[config.mk]
export PLATFORM = sky130hd
export DESIGN_NAME = tlb_miss_regs
export DESIGN_NICKNAME = d
export VERILOG_FILES = /design/src/rtl/tlbm_pkg.sv /design/src/rtl/tlbm_field_merge.sv /design/src/rtl/tlbm_vector_sel.sv /design/src/rtl/tlb_miss_regs.sv
export SDC_FILE = /design/constraint.sdc
export NUM_CORES = 1
export LEC_CHECK = 0
export CAP_MARGIN = 25
export CORE_AREA = 2 2 140 142
export CTS_CLUSTER_SIZE = 30
export DETAILED_ROUTE_END_ITERATION = 7
export DIE_AREA = 0 0 142 144
export PLACE_DENSITY_LB_ADDON = 0.1
export SLEW_MARGIN = 0
export SYNTH_ARGS = -nofsm -noshare
export SYNTH_HDL_FRONTEND = slang
export SYNTH_SLANG_ARGS = --single-unit
[constraint.sdc]
create_clock -name clk -period 7.5 [get_ports clk]
set_input_delay 1.5 -clock clk [delete_from_list [all_inputs] [get_ports clk]]
set_output_delay 1.5 -clock clk [all_outputs]
set_load 0.01 [all_outputs]
[src/rtl/tlbm_pkg.sv]
package tlbm_pkg;
    localparam int unsigned WORD_W = 32;

    typedef logic [WORD_W-1:0] word_t;

    typedef struct packed {
        word_t fault_addr;
        word_t pt_ptr;
        word_t xlat_entry;
        word_t cause;
        word_t ret_pc;
        word_t status;
    } ctl_regs_t;

    typedef struct packed {
        ctl_regs_t regs;
        logic      redir_vld;
        word_t     redir_pc;
    } blk_state_t;

    localparam logic [2:0] SEL_FAULT  = 3'd0;
    localparam logic [2:0] SEL_PTPTR  = 3'd1;
    localparam logic [2:0] SEL_XLAT   = 3'd2;
    localparam logic [2:0] SEL_CAUSE  = 3'd3;
    localparam logic [2:0] SEL_RETPC  = 3'd4;
    localparam logic [2:0] SEL_STATUS = 3'd5;

    localparam int unsigned EXL_BIT = 1;
    localparam int unsigned VEC_BIT = 0;
endpackage

[src/rtl/tlbm_field_merge.sv]
module tlbm_field_merge
    import tlbm_pkg::*;
#(
    parameter int unsigned PAGE_SHIFT = 13,
    parameter int unsigned PTR_LSB    = 4
) (
    input  word_t miss_addr,
    input  word_t old_ptr,
    input  word_t old_xlat,
    output word_t new_ptr,
    output word_t new_xlat
);
    localparam int unsigned VPN_W      = WORD_W - PAGE_SHIFT;
    localparam int unsigned SHIFT_AMT  = PAGE_SHIFT - PTR_LSB;
    localparam word_t       OFFS_MASK  = word_t'((64'd1 << PAGE_SHIFT) - 64'd1);
    localparam word_t       VPN_MASK   = ~OFFS_MASK;
    localparam word_t       PTR_FIELD  = word_t'(((64'd1 << VPN_W) - 64'd1) << PTR_LSB);

    always_comb begin
        new_ptr  = (old_ptr & ~PTR_FIELD) | ((miss_addr >> SHIFT_AMT) & PTR_FIELD);
        new_xlat = (miss_addr & VPN_MASK) | (old_xlat & OFFS_MASK);
    end
endmodule

[src/rtl/tlbm_vector_sel.sv]
module tlbm_vector_sel
    import tlbm_pkg::*;
#(
    parameter word_t       VEC_BASE   = 32'h8000_0000,
    parameter word_t       VEC_OFFSET = 32'h0000_0180,
    parameter int unsigned LOAD_CODE  = 2,
    parameter int unsigned STORE_CODE = 3
) (
    input  logic  vec_alt,
    input  logic  is_store,
    output word_t handler_pc,
    output word_t cause_word
);
    localparam logic [4:0] LD_CODE5 = 5'(LOAD_CODE);
    localparam logic [4:0] ST_CODE5 = 5'(STORE_CODE);

    always_comb begin
        handler_pc = vec_alt ? (VEC_BASE + VEC_OFFSET) : VEC_BASE;
        cause_word = '0;
        cause_word[6:2] = is_store ? ST_CODE5 : LD_CODE5;
    end
endmodule

[src/rtl/tlb_miss_regs.sv]
module tlb_miss_regs
    import tlbm_pkg::*;
#(
    parameter int unsigned PAGE_SHIFT = 13,
    parameter int unsigned PTR_LSB    = 4,
    parameter logic [31:0] VEC_BASE   = 32'h8000_0000,
    parameter logic [31:0] VEC_OFFSET = 32'h0000_0180,
    parameter int unsigned LOAD_CODE  = 2,
    parameter int unsigned STORE_CODE = 3,
    parameter logic [31:0] PC_STEP    = 32'd4
) (
    input  logic        clk,
    input  logic        rst_n,
    input  logic        miss_valid,
    input  logic        miss_store,
    input  logic [31:0] miss_addr,
    input  logic [31:0] miss_pc,
    input  logic        wr_en,
    input  logic [2:0]  wr_sel,
    input  logic [31:0] wr_data,
    output logic [31:0] fault_addr_o,
    output logic [31:0] pt_ptr_o,
    output logic [31:0] xlat_entry_o,
    output logic [31:0] exc_cause_o,
    output logic [31:0] ret_pc_o,
    output logic [31:0] status_o,
    output logic        redirect_valid,
    output logic [31:0] redirect_pc
);
    localparam int unsigned ASID_W = PAGE_SHIFT;

    blk_state_t st_d, st_q;
    word_t      merged_ptr, merged_xlat, vec_pc, miss_cause;

    tlbm_field_merge #(
        .PAGE_SHIFT (PAGE_SHIFT),
        .PTR_LSB    (PTR_LSB)
    ) merge_i (
        .miss_addr (miss_addr),
        .old_ptr   (st_q.regs.pt_ptr),
        .old_xlat  (st_q.regs.xlat_entry),
        .new_ptr   (merged_ptr),
        .new_xlat  (merged_xlat)
    );

    tlbm_vector_sel #(
        .VEC_BASE   (VEC_BASE),
        .VEC_OFFSET (VEC_OFFSET),
        .LOAD_CODE  (LOAD_CODE),
        .STORE_CODE (STORE_CODE)
    ) vec_i (
        .vec_alt    (st_q.regs.status[VEC_BIT]),
        .is_store   (miss_store),
        .handler_pc (vec_pc),
        .cause_word (miss_cause)
    );

    always_comb begin
        st_d           = st_q;
        st_d.redir_vld = 1'b0;
        if (miss_valid) begin
            st_d.regs.fault_addr = miss_addr;
            st_d.regs.pt_ptr     = merged_ptr;
            st_d.regs.xlat_entry = merged_xlat;
            st_d.regs.cause      = miss_cause;
            if (!st_q.regs.status[EXL_BIT]) begin
                st_d.regs.ret_pc = miss_pc - PC_STEP;
            end
            st_d.regs.status[EXL_BIT] = 1'b1;
            st_d.redir_vld = 1'b1;
            st_d.redir_pc  = vec_pc;
        end else if (wr_en) begin
            case (wr_sel)
                SEL_FAULT:  st_d.regs.fault_addr = wr_data;
                SEL_PTPTR:  st_d.regs.pt_ptr     = wr_data;
                SEL_XLAT:   st_d.regs.xlat_entry = wr_data;
                SEL_CAUSE:  st_d.regs.cause      = wr_data;
                SEL_RETPC:  st_d.regs.ret_pc     = wr_data;
                SEL_STATUS: st_d.regs.status     = wr_data;
                default: ;
            endcase
        end
    end

    always_ff @(posedge clk) begin
        if (!rst_n) begin
            st_q <= '0;
        end else begin
            st_q <= st_d;
        end
    end

    assign fault_addr_o   = st_q.regs.fault_addr;
    assign pt_ptr_o       = st_q.regs.pt_ptr;
    assign xlat_entry_o   = st_q.regs.xlat_entry;
    assign exc_cause_o    = st_q.regs.cause;
    assign ret_pc_o       = st_q.regs.ret_pc;
    assign status_o       = st_q.regs.status;
    assign redirect_valid = st_q.redir_vld;
    assign redirect_pc    = st_q.redir_pc;

    // Checks on the registered state against the port stimulus
    assert_fault_addr_R2: assert property (@(posedge clk) disable iff (!rst_n)
        miss_valid |=> fault_addr_o == $past(miss_addr));

    assert_asid_kept_R4: assert property (@(posedge clk) disable iff (!rst_n)
        miss_valid |=> xlat_entry_o[ASID_W-1:0] == $past(xlat_entry_o[ASID_W-1:0]));

    assert_ptr_low_kept_R3: assert property (@(posedge clk) disable iff (!rst_n)
        miss_valid |=> pt_ptr_o[PTR_LSB-1:0] == $past(pt_ptr_o[PTR_LSB-1:0]));

    assert_retpc_hold_R6: assert property (@(posedge clk) disable iff (!rst_n)
        (miss_valid && status_o[EXL_BIT]) |=> $stable(ret_pc_o));

    assert_exl_set_R8: assert property (@(posedge clk) disable iff (!rst_n)
        miss_valid |=> status_o[EXL_BIT]);

    assert_redirect_pulse_R7: assert property (@(posedge clk) disable iff (!rst_n)
        miss_valid |=> redirect_valid);

    assert_redirect_cause_R7: assert property (@(posedge clk) disable iff (!rst_n)
        redirect_valid |-> $past(miss_valid));

    assert_cause_code_R5: assert property (@(posedge clk) disable iff (!rst_n)
        redirect_valid |-> $countones(exc_cause_o) <= 2);
endmodule

==> results of run 1 <==
[cell usage in the layout (no fill, tap or decap), types with 4 or more instances in the layout]
cell             Yosys  layout
a211oi_1            23      23
a21oi_1            140     140
a221oi_1            11      11
a22oi_1              6       6
a31oi_1              4       4
a32oi_1             37      37
and3_1               4       4
buf_4               31      14
clkbuf_16            0      17
clkdlybuf4s50_1      0     298
conb_1               1      29
dfxtp_1            195     195
inv_1                5       4
inv_8                0       4
mux2i_1              4       4
nand2_1            210     210
nand2b_1             4       4
nand3_1             21      21
nand3b_1             4       4
nor2_1              84      84
nor3_1              23      21
nor4_1               5       5
o21a_1               5       5
o21ai_0             51      51
o22ai_1              4       4
or3_1                7       7
or4_1                6       6
xnor2_1             12      12
xor2_1              10      10
[tightest hold or removal path: cells and delay by family (launching register included)]
kind	cells	cell delay, ps
flops	1	310
compound gates	1	50
simple gates	1	50
[layer usage]
layer	up-vias	track usage	wire length, um	part of all wire
met5	-	0	0	0
met4	0	0.1095	901	0.030
met3	54	0.07649	2361	0.079
met2	349	0.4620	14090	0.47
met1	3976	0.3673	12600	0.42
li1	4092	-	-	-
[power by group through the flow]
| stage | combinational [mW] | sequential (mW) | clock (mW) |
|---|---|---|---|
| finish | 0.381 | 1.11 | 0.928 |
| floorplan | 0.150 | 1.15 | 0 |
| global placement | 0.376 | 1.13 | 0 |
| global route | 0.410 | 1.11 | 0.982 |
| CTS | 0.380 | 1.11 | 0.939 |
| detailed placement | 0.379 | 1.13 | 0 |
[worst max-delay path by stage]
| stage | slack [ps] | to | start |
|---|---|---|---|
| 2_1_floorplan | 4000 | ret_pc_o[20] | miss_pc[2] |
| 3_3_place_gp | 3210 | pt_ptr_o[23] | wr_en |
| 3_5_place_dp | 3060 | pt_ptr_o[31] | wr_en |
| 4_1_cts | 3560 | pt_ptr_o[31] | wr_en |
| 5_1_grt | 3170 | pt_ptr_o[27] | wr_en |
| 6_report | 3530 | pt_ptr_o[27] | wr_en |
[flip-flops by register name (all words and copies together), names as in the netlist]
signal and cells:
pt_ptr_o 32, exc_cause_o 32, fault_addr_o 32, xlat_entry_o 32
status_o 32, ret_pc_o 32, redirect_valid 1, redirect_pc 2
[synth_stat cells (all sizes together) (12+ instances only)]
cell and instances:
dfxtp 195, nand2 210, nor3 24, nand3 21, buf 40, xnor2 12
clkbuf 76, a211oi 23, nor2 84, a21oi 140, a32oi 37, o21ai 52
[logic make-up (layout without fill, tap and decap cells)]
group / count (synthesis) / count (layout) / share of synthesized area
adder cells (fa/ha/maj): 1 / 1 / 0.001495
AND/OR/NAND/NOR: 387 / 387 / 0.2054
AO/OA/AOI/OAI: 308 / 308 / 0.2277
other: 1 / 29 / 0.0004481
multiplexers: 4 / 4 / 0.004785
flip-flops: 195 / 195 / 0.4665
buffers and inverters: 123 / 353 / 0.07057
XOR/XNOR: 22 / 22 / 0.02303
[area by class of cell]
cell class,count,area [um2],share of cell area
repair buffers,314,3120,0.2604
multi-input cells,751,4036,0.3369
well taps,238,297.8,0.02485
inverters,7,28.78,0.002402
clock inverters,13,141.4,0.01180
flip-flops and latches,195,3904,0.3258
clock buffers,19,452.9,0.03780
[per-stage QoR]
stage	area, um2	total power [mW]	instances	hold slack [ps]
after floorplan	8473	1.299	1069	449.4
after detailed placement	11390	1.510	1505	445.6
after global placement	11360	1.507	1504	438.3
after CTS	11980	2.427	1537	455.5
after global routing	11980	2.506	1537	467.2
final	11980	2.417	1537	454.4
==> results.sh, run 1 <==
export IMPL_timing_final_ws_setup_ps=3526
export IMPL_core_um2=19080
export IMPL_track_usage=0.2861
export IMPL_timing_rr_start="status_o[1]"
export IMPL_worstHoldStart="status_o[4]"
export IMPL_fp_row_count=51
export IMPL_powerDensity_nw_per_um2=201.7
export IMPL_final_layout_size_suffix_gt1_frac=0.05004
export IMPL_antenna_found_initial=0
export IMPL_cts_setup_buffers=0
export IMPL_crit_slowest_cell="clkdlybuf4s50_1"
export IMPL_grt_setup_unrepaired="false"
export IMPL_p_int_mw=1.747
export IMPL_path_class="in2reg"
export IMPL_final_nets=1391
export IMPL_cpPeakStageDelay_ps=1120
export IMPL_htree_levels=4
export IMPL_cts_resized_gates=0
export IMPL_cp_max_fo=29
export IMPL_io_pins=329
export IMPL_min_path_type="reg2reg"
export IMPL_setup_viol=0
export IMPL_p_comb_frac=0.158
export IMPL_fin_util=0.6280
export IMPL_r2r_end="ret_pc_o[14]"
export IMPL_power_leakage_nw=4.149
export IMPL_drtAntennaViolNets=0
export IMPL_synth_area_leaders="dfxtp_1 47%, nand2_1 9.4%, a21oi_1 8.4%"
export IMPL_viasPerCell=5.511
export IMPL_cp_num_cells=5
export IMPL_place_congestion=0.8341
export IMPL_root_buffer="clkbuf_16"
export IMPL_grt_max_degree=77
export IMPL_arrival_ps=4330
export IMPL_worstRegToRegCells=5
export IMPL_dp_hpwl_um=20970
export IMPL_worst_pin_slew_ps=985.2
export IMPL_ys_types=64
export IMPL_p_switching_uw=669.5
export IMPL_cts_buffers=17
export IMPL_yosys_area_top_type="dfxtp_1"
export IMPL_grt_first_pass_wirelength_um=45030
export IMPL_ctsHoldBuffers=0
export IMPL_routed_wl_um=29950
export IMPL_hold_end="status_o[4]"
export IMPL_drtIter0Drc=518
export IMPL_wl_per_cell_um=19.49
export IMPL_cp_required_ps=7860
export IMPL_swShare=0.2770
export IMPL_yosysTopAreaCellShare=0.4665
export IMPL_cts_max_path_buffers=2
export IMPL_yosysWarnings=0
export IMPL_die_area_um2=20450
export IMPL_hold_depth=2
export IMPL_first_pass_iters=5
export IMPL_netlist_area_um2=8368
export IMPL_p_seq_frac=0.458
export IMPL_areaGrowthSynthToFinish_pct=43.18
export IMPL_fillCellCount=1735
export IMPL_clock_latency_ps=440
export IMPL_diodes=0
export IMPL_end_kind="flip-flop"
export IMPL_clk_pin_slew_worst_paths_ps=70
export IMPL_vdd_ir_drop_max_mv=0.1602
export IMPL_ff2ff_setup_slack_ps=5450
export IMPL_route_detailed_drc=0
export IMPL_vias=8471
export IMPL_max_freq_ghz=0.2516
export IMPL_dpl_worst_slack_ps=3065
export IMPL_synthFlopType="dfxtp_1"
export IMPL_slew_violations=0
export IMPL_cp_num_buf_inv=1
export IMPL_die_h_um=144
export IMPL_initial_core_util=0.4386
export IMPL_grt_pass1_vias=7790
export IMPL_ys_seq_area_frac=0.4665
export IMPL_maxCapViolCount=0
export IMPL_post_route_period_util=0.5299
export IMPL_die_w_um=142
export IMPL_status="completed"
export IMPL_cp_top_family="simple AND/OR/NAND/NOR gates"
export IMPL_fin_crit_ps=3974
export IMPL_startpoint_type="primary input"
export IMPL_relSlewSlack=0.3411
export IMPL_fin_setup_tns_ps=0
export IMPL_ys_ff_latch=195
export IMPL_pwr_share_clk=0.384
export IMPL_finalHoldViolCount=0
export IMPL_io_buffers=299
export IMPL_path_cells="clkdlybuf4s50_1, nand4bb_1, nor2_1, nand3_1, a21oi_1"
export IMPL_globalRouteOverflowTotal=0
export IMPL_skew_ps=8.038
export IMPL_synth_edf_count=0
export IMPL_netlist_instances=1041
export IMPL_avgSynthCellArea_um2=8.038
export IMPL_async_flop_share=0
export IMPL_numClockSinks=195
export IMPL_cts_tree="built"
(Power assumes the default switching activity.)
==> inputs of run 2 (changes only) <==
Settings changed: CORE_AREA 2 2 140 142 to 2 2 141 143, DIE_AREA 0 0 142 144 to 0 0 143 145.
Clock period 7.5 ns to 3.9 ns, I/O delays scaled along.
==> run 2 against run 1 <==
- flip-flop and latch count unchanged
- cell area up 0.62%
- die area is 1.4% higher
- sequential power rose by 92%
- register-to-register slack got worse by 3400 ps
- critical path depth rose by 1
- sequential share of layout area fell by 0.20 points
- combinational power increased by 94%
- global-route usage is 0.31 points lower
- clock power up 84%
- non-clock buffer count grew 9
- critical path type unchanged
- critical endpoint is now ret_pc_o[17]
- largest cell class unchanged
==> results.sh, run 2 (synthesis gave the netlist of run 1 again) <==
export IMPL_clock_latency_ps=440
export IMPL_max_freq_ghz=0.3377
export IMPL_htree_levels=4
export IMPL_cp_top_family="simple AND/OR/NAND/NOR gates"
export IMPL_cts_setup_buffers=0
export IMPL_final_nets=1400
export IMPL_slew_violations=0
export IMPL_root_buffer="clkbuf_16"
export IMPL_grt_first_pass_wirelength_um=45490
export IMPL_stdcell_area_um2=12060
export IMPL_end_kind="flip-flop"
export IMPL_cpMostUsedCell="or4_1"
export IMPL_clk_pin_slew_worst_paths_ps=80
export IMPL_powerDensity_nw_per_um2=380.0
export IMPL_cts_tree="built"
export IMPL_vdd_ir_drop_max_mv=0.2969
export IMPL_crit_start="miss_pc[5]"
export IMPL_power_leakage_nw=4.181
export IMPL_antenna_found_initial=1
export IMPL_worstHoldStart="status_o[2]"
export IMPL_fp_row_count=51
export IMPL_arrival_ps=3280
export IMPL_post_route_period_util=0.7593
export IMPL_drtIter0Drc=500
export IMPL_grt_max_degree=67
export IMPL_power_mw=4.581
export IMPL_cts_resized_gates=0
export IMPL_finalHoldViolCount=0
export IMPL_numClockSinks=195
export IMPL_use_met1=0.3584
export IMPL_routed_wl_um=29800
export IMPL_die_w_um=143
export IMPL_fin_crit_ps=2961
export IMPL_io_buffers=299
export IMPL_initial_core_util=0.4357
export IMPL_final_layout_size_suffix_gt1_frac=0.05581
export IMPL_timing_rr_start="status_o[1]"
export IMPL_cts_max_path_buffers=2
export IMPL_viasPerCell=5.436
export IMPL_layout_commonest_cell="clkdlybuf4s50_1"
export IMPL_dp_hpwl_um=21450
export IMPL_drtAntennaViolNets=0
export IMPL_cp_max_fo=9
export IMPL_crit_slowest_cell="or4_1"
export IMPL_layout_common_cells="298 x clkdlybuf4s50_1, 210 x nand2_1, 195 x dfxtp_1, 140 x a21oi_1, 84 x nor2_1"
export IMPL_startpoint_type="primary input"
export IMPL_fin_setup_tns_ps=0
export IMPL_min_path_type="reg2reg"
export IMPL_maxCapViolCount=0
export IMPL_track_usage=0.2830
export IMPL_grt_pass1_vias=7807
export IMPL_place_congestion=0.9341
export IMPL_core_um2=19210
export IMPL_status="completed"
export IMPL_areaGrowthSynthToFinish_pct=44.06
export IMPL_die_h_um=145
export IMPL_cp_num_buf_inv=1
export IMPL_cp_required_ps=4220
export IMPL_cts_buffers=17
export IMPL_met3_usage=0.07690
export IMPL_io_pins=329
export IMPL_path_class="in2reg"
export IMPL_grt_util_met2=0.4610
export IMPL_die_area_um2=20740
export IMPL_relSlewSlack=0.5411
export IMPL_globalRouteOverflowTotal=0
export IMPL_path_cells="clkdlybuf4s50_1, or4_1, or4_1, or4_1, a21oi_1, nor3_1"
export IMPL_wl_per_cell_um=18.94
export IMPL_grt_setup_unrepaired="false"
export IMPL_vias=8556
export IMPL_cpPeakStageDelay_ps=630
export IMPL_setup_viol=0
export IMPL_ctsHoldBuffers=0
export IMPL_first_pass_iters=5
export IMPL_worst_pin_slew_ps=685.8
export IMPL_skew_ps=4.096
export IMPL_dpl_cell_area_um2=11480
export IMPL_route_detailed_drc=0
export IMPL_top_usage_layer="met2"
run 2: changes by cell type in the layout (fill, tap and decap cells not counted):
cell / change
buf_12: +1
buf_16: -1
buf_4: +9
bufinv_16: -1
clkbuf_1: +1
clkbuf_8: -2
clkinv_2: +1
clkinv_8: +2
clkinvlp_4: -2
diode_2: +1
inv_6: +1
run 2: where the power goes:
part           switching [mW]  internal (mW)  total (mW)
Sequential             0.0502           2.08        2.13
Combinational           0.392          0.347       0.739
Clock                   0.861          0.853        1.71
Total                    1.30           3.28        4.58
run 2: final timing paths:
path | slack (ps) | endpoint | depth (start not counted)
worst min register to register | 450 | status_o[2] | 2
worst max register to register | 2050 | ret_pc_o[14] | 5
worst min-delay path | 450 | status_o[2] | 2
worst max-delay path | 940 | ret_pc_o[17] | 6
run 2: cell type report:
cell class              instances  area (um2)
diodes                          1       2.502
clock buffers                  18       429.2
clock inverters                14       142.6
fillers                      1716        7152
inverters                       7       28.78
multi-input cells             751        4036
flip-flops and latches        195        3904
well taps                     265       331.6
repair buffers                323        3181
run 2: stage by stage:
| step | hold WS [ps] | util | setup WS [ps] | instances |
|---|---|---|---|---|
| 2_1_floorplan | 449.4 | - | 1122 | 1069 |
| 6_report | 453.9 | 0.6276 | 938.8 | 1574 |
| 5_1_grt | 472.7 | 0.6276 | 875.7 | 1574 |
| 3_3_place_gp | 439.5 | 0.5977 | 620.9 | 1541 |
| 4_1_cts | 455.6 | 0.6275 | 1025 | 1573 |
| 3_5_place_dp | 445.7 | 0.5977 | 571.7 | 1541 |
run 2: metal layers:
metal	part of all wire	vias to the layer above
met5	0	-
met4	0.024	0
met3	0.079	42
met2	0.48	343
met1	0.41	4047
li1	-	4124
run 2: worst register-to-register path, delay by kind of cell, from the launching register on:
family / cells / cell delay, ps
DFF: 1 / 430
buffers and inverters: 1 / 270
and+or+nand+nor: 1 / 240
AOI/OAI and AO/OA: 3 / 810
==> inputs of run 3 (changes only) <==
Settings changed: CORE_AREA 2 2 141 143 to 2 2 148 150, DIE_AREA 0 0 143 145 to 0 0 150 152.
Clock period 3.9 ns to 2.7 ns, I/O delays scaled along.
==> run 3 against run 2 <==
- power grew 49%
- hold slack improved by 0.73 ps
- first-iteration DRC count is 10% lower
- routed wire length is 4.8% higher
- clock-buffer cell count unchanged
- highest routed layer unchanged
- non-clock buffer count grew 40
- critical path depth rose by 1
- clock power is 56% higher
- worst setup slack got worse by 740 ps
==> results.sh, run 3 (synthesis gave the netlist of run 1 again) <==
export IMPL_areaGrowthSynthToFinish_pct=48.77
export IMPL_cts_setup_buffers=0
export IMPL_worst_pin_slew_ps=982.3
export IMPL_route_detailed_drc=0
export IMPL_globalRouteOverflowTotal=0
export IMPL_vias=8622
export IMPL_dp_cells=1596
export IMPL_grt_first_pass_wirelength_um=47240
export IMPL_relSlewSlack=0.3427
export IMPL_io_buffers=299
export IMPL_fin_cells=1628
export IMPL_drtAntennaViolNets=0
export IMPL_cts_resized_gates=0
export IMPL_finalHoldViolCount=0
export IMPL_diodes=0
export IMPL_swShare=0.2842
export IMPL_viasPerCell=5.296
export IMPL_cts_tree="built"
export IMPL_grt_setup_unrepaired="false"
export IMPL_routed_wl_um=31230
export IMPL_wl_per_cell_um=19.18
export IMPL_pwr_share_clk=0.388
export IMPL_final_nets=1440
export IMPL_drtIter0Drc=449
export IMPL_path_class="in2reg"
export IMPL_end_kind="flip-flop"
export IMPL_slew_violations=0
export IMPL_fin_crit_ps=2500
export IMPL_die_h_um=152
export IMPL_cts_buffers=17
export IMPL_final_layout_size_suffix_gt1_frac=0.08457
export IMPL_p_switching_mw=1.947
export IMPL_root_buffer="clkbuf_16"
export IMPL_core_um2=21350
export IMPL_htree_levels=4
export IMPL_vdd_ir_drop_max_mv=0.4077
export IMPL_startpoint_type="primary input"
export IMPL_status="completed"
export IMPL_arrival_ps=2820
export IMPL_place_congestion=0.8657
export IMPL_initial_core_util=0.3919
export IMPL_p_comb_frac=0.163
export IMPL_p_int_mw=4.901
export IMPL_fillCellCount=2018
export IMPL_cp_max_fo=7
export IMPL_die_w_um=150
export IMPL_min_path_type="reg2reg"
export IMPL_layout_commonest_cell="clkdlybuf4s50_1"
export IMPL_grt_max_degree=88
export IMPL_antenna_found_initial=0
export IMPL_dp_hpwl_um=22790
export IMPL_setup_viol=0
export IMPL_fp_row_count=54
export IMPL_numClockSinks=195
export IMPL_p_seq_frac=0.449
export IMPL_layout_common_cells="298 x clkdlybuf4s50_1, 210 x nand2_1, 195 x dfxtp_1, 140 x a21oi_1, 84 x nor2_1"
export IMPL_cp_required_ps=3020
export IMPL_fin_util=0.5831
export IMPL_io_pins=329
export IMPL_skew_ps=6.047
export IMPL_clk_pin_slew_worst_paths_ps=80
export IMPL_power_mw=6.848
export IMPL_track_usage=0.2674
export IMPL_max_freq_ghz=0.3999
export IMPL_first_pass_iters=5
export IMPL_power_leakage_nw=4.397
export IMPL_fin_setup_tns_ps=0
export IMPL_powerDensity_nw_per_um2=550.1
export IMPL_post_route_period_util=0.9261
export IMPL_maxCapViolCount=0
export IMPL_clock_latency_ps=430
export IMPL_dpl_worst_slack_ps=-245.7
export IMPL_ctsHoldBuffers=0
export IMPL_grt_pass1_vias=8004
export IMPL_cts_max_path_buffers=2
export IMPL_timing_final_ws_setup_ps=199.6
export IMPL_die_area_um2=22800
-- run 3: per-stage QoR --
step                      area (um2)  hold WS, ps
after floorplan                 8473        449.4
after global placement         11830        442.0
after detailed placement       11830        446.1
after CTS                      12450        456.5
after global routing           12450        471.4
final                          12450        454.7
-- run 3: worst paths after layout --
check / startpoint / endpoint / slack [ps] / depth (start not counted)
max: miss_pc[13] / ret_pc_o[28] / 200 / 7
min: fault_addr_o[0] / fault_addr_o[0] / 450 / 2
max reg2reg: status_o[1] / ret_pc_o[23] / 990 / 5
min reg2reg: fault_addr_o[0] / fault_addr_o[0] / 450 / 2
-- run 3: power groups by stage --
| stage | Combinational, mW | Sequential (mW) | Clock [mW] |
|---|---|---|---|
| detailed placement | 1.11 | 3.14 | 0 |
| floorplan | 0.417 | 3.19 | 0 |
| global placement | 1.11 | 3.14 | 0 |
| finish | 1.12 | 3.07 | 2.66 |
| global route | 1.20 | 3.09 | 2.80 |
| CTS | 1.12 | 3.07 | 2.69 |
-- run 3: final cells by class --
type                       instances  area (um2)  share of cell area
inverter                           7       28.78            0.002312
tap                              280       350.3             0.02814
timing repair buffer             363        3506              0.2816
clock inverter                    14       185.2             0.01487
clock buffer                      18       439.2             0.03528
sequential                       195        3904              0.3136
multi-input combinational        751        4036              0.3242
-- run 3: metal layers --
metal | GRT usage | share of wire | vias up
met5 | 0 | 0 | -
met2 | 0.4362 | 0.48 | 323
li1 | - | - | 4205
met4 | 0.08086 | 0.022 | 0
met3 | 0.07267 | 0.080 | 43
met1 | 0.3444 | 0.42 | 4051
-- run 3: worst max-delay path: stages --
cell	delay [ps]
clkdlybuf4s50_1	420
or4_4	540
or4_1	570
buf_4	240
nor4_4	260
xnor2_1	160
o22ai_1	80
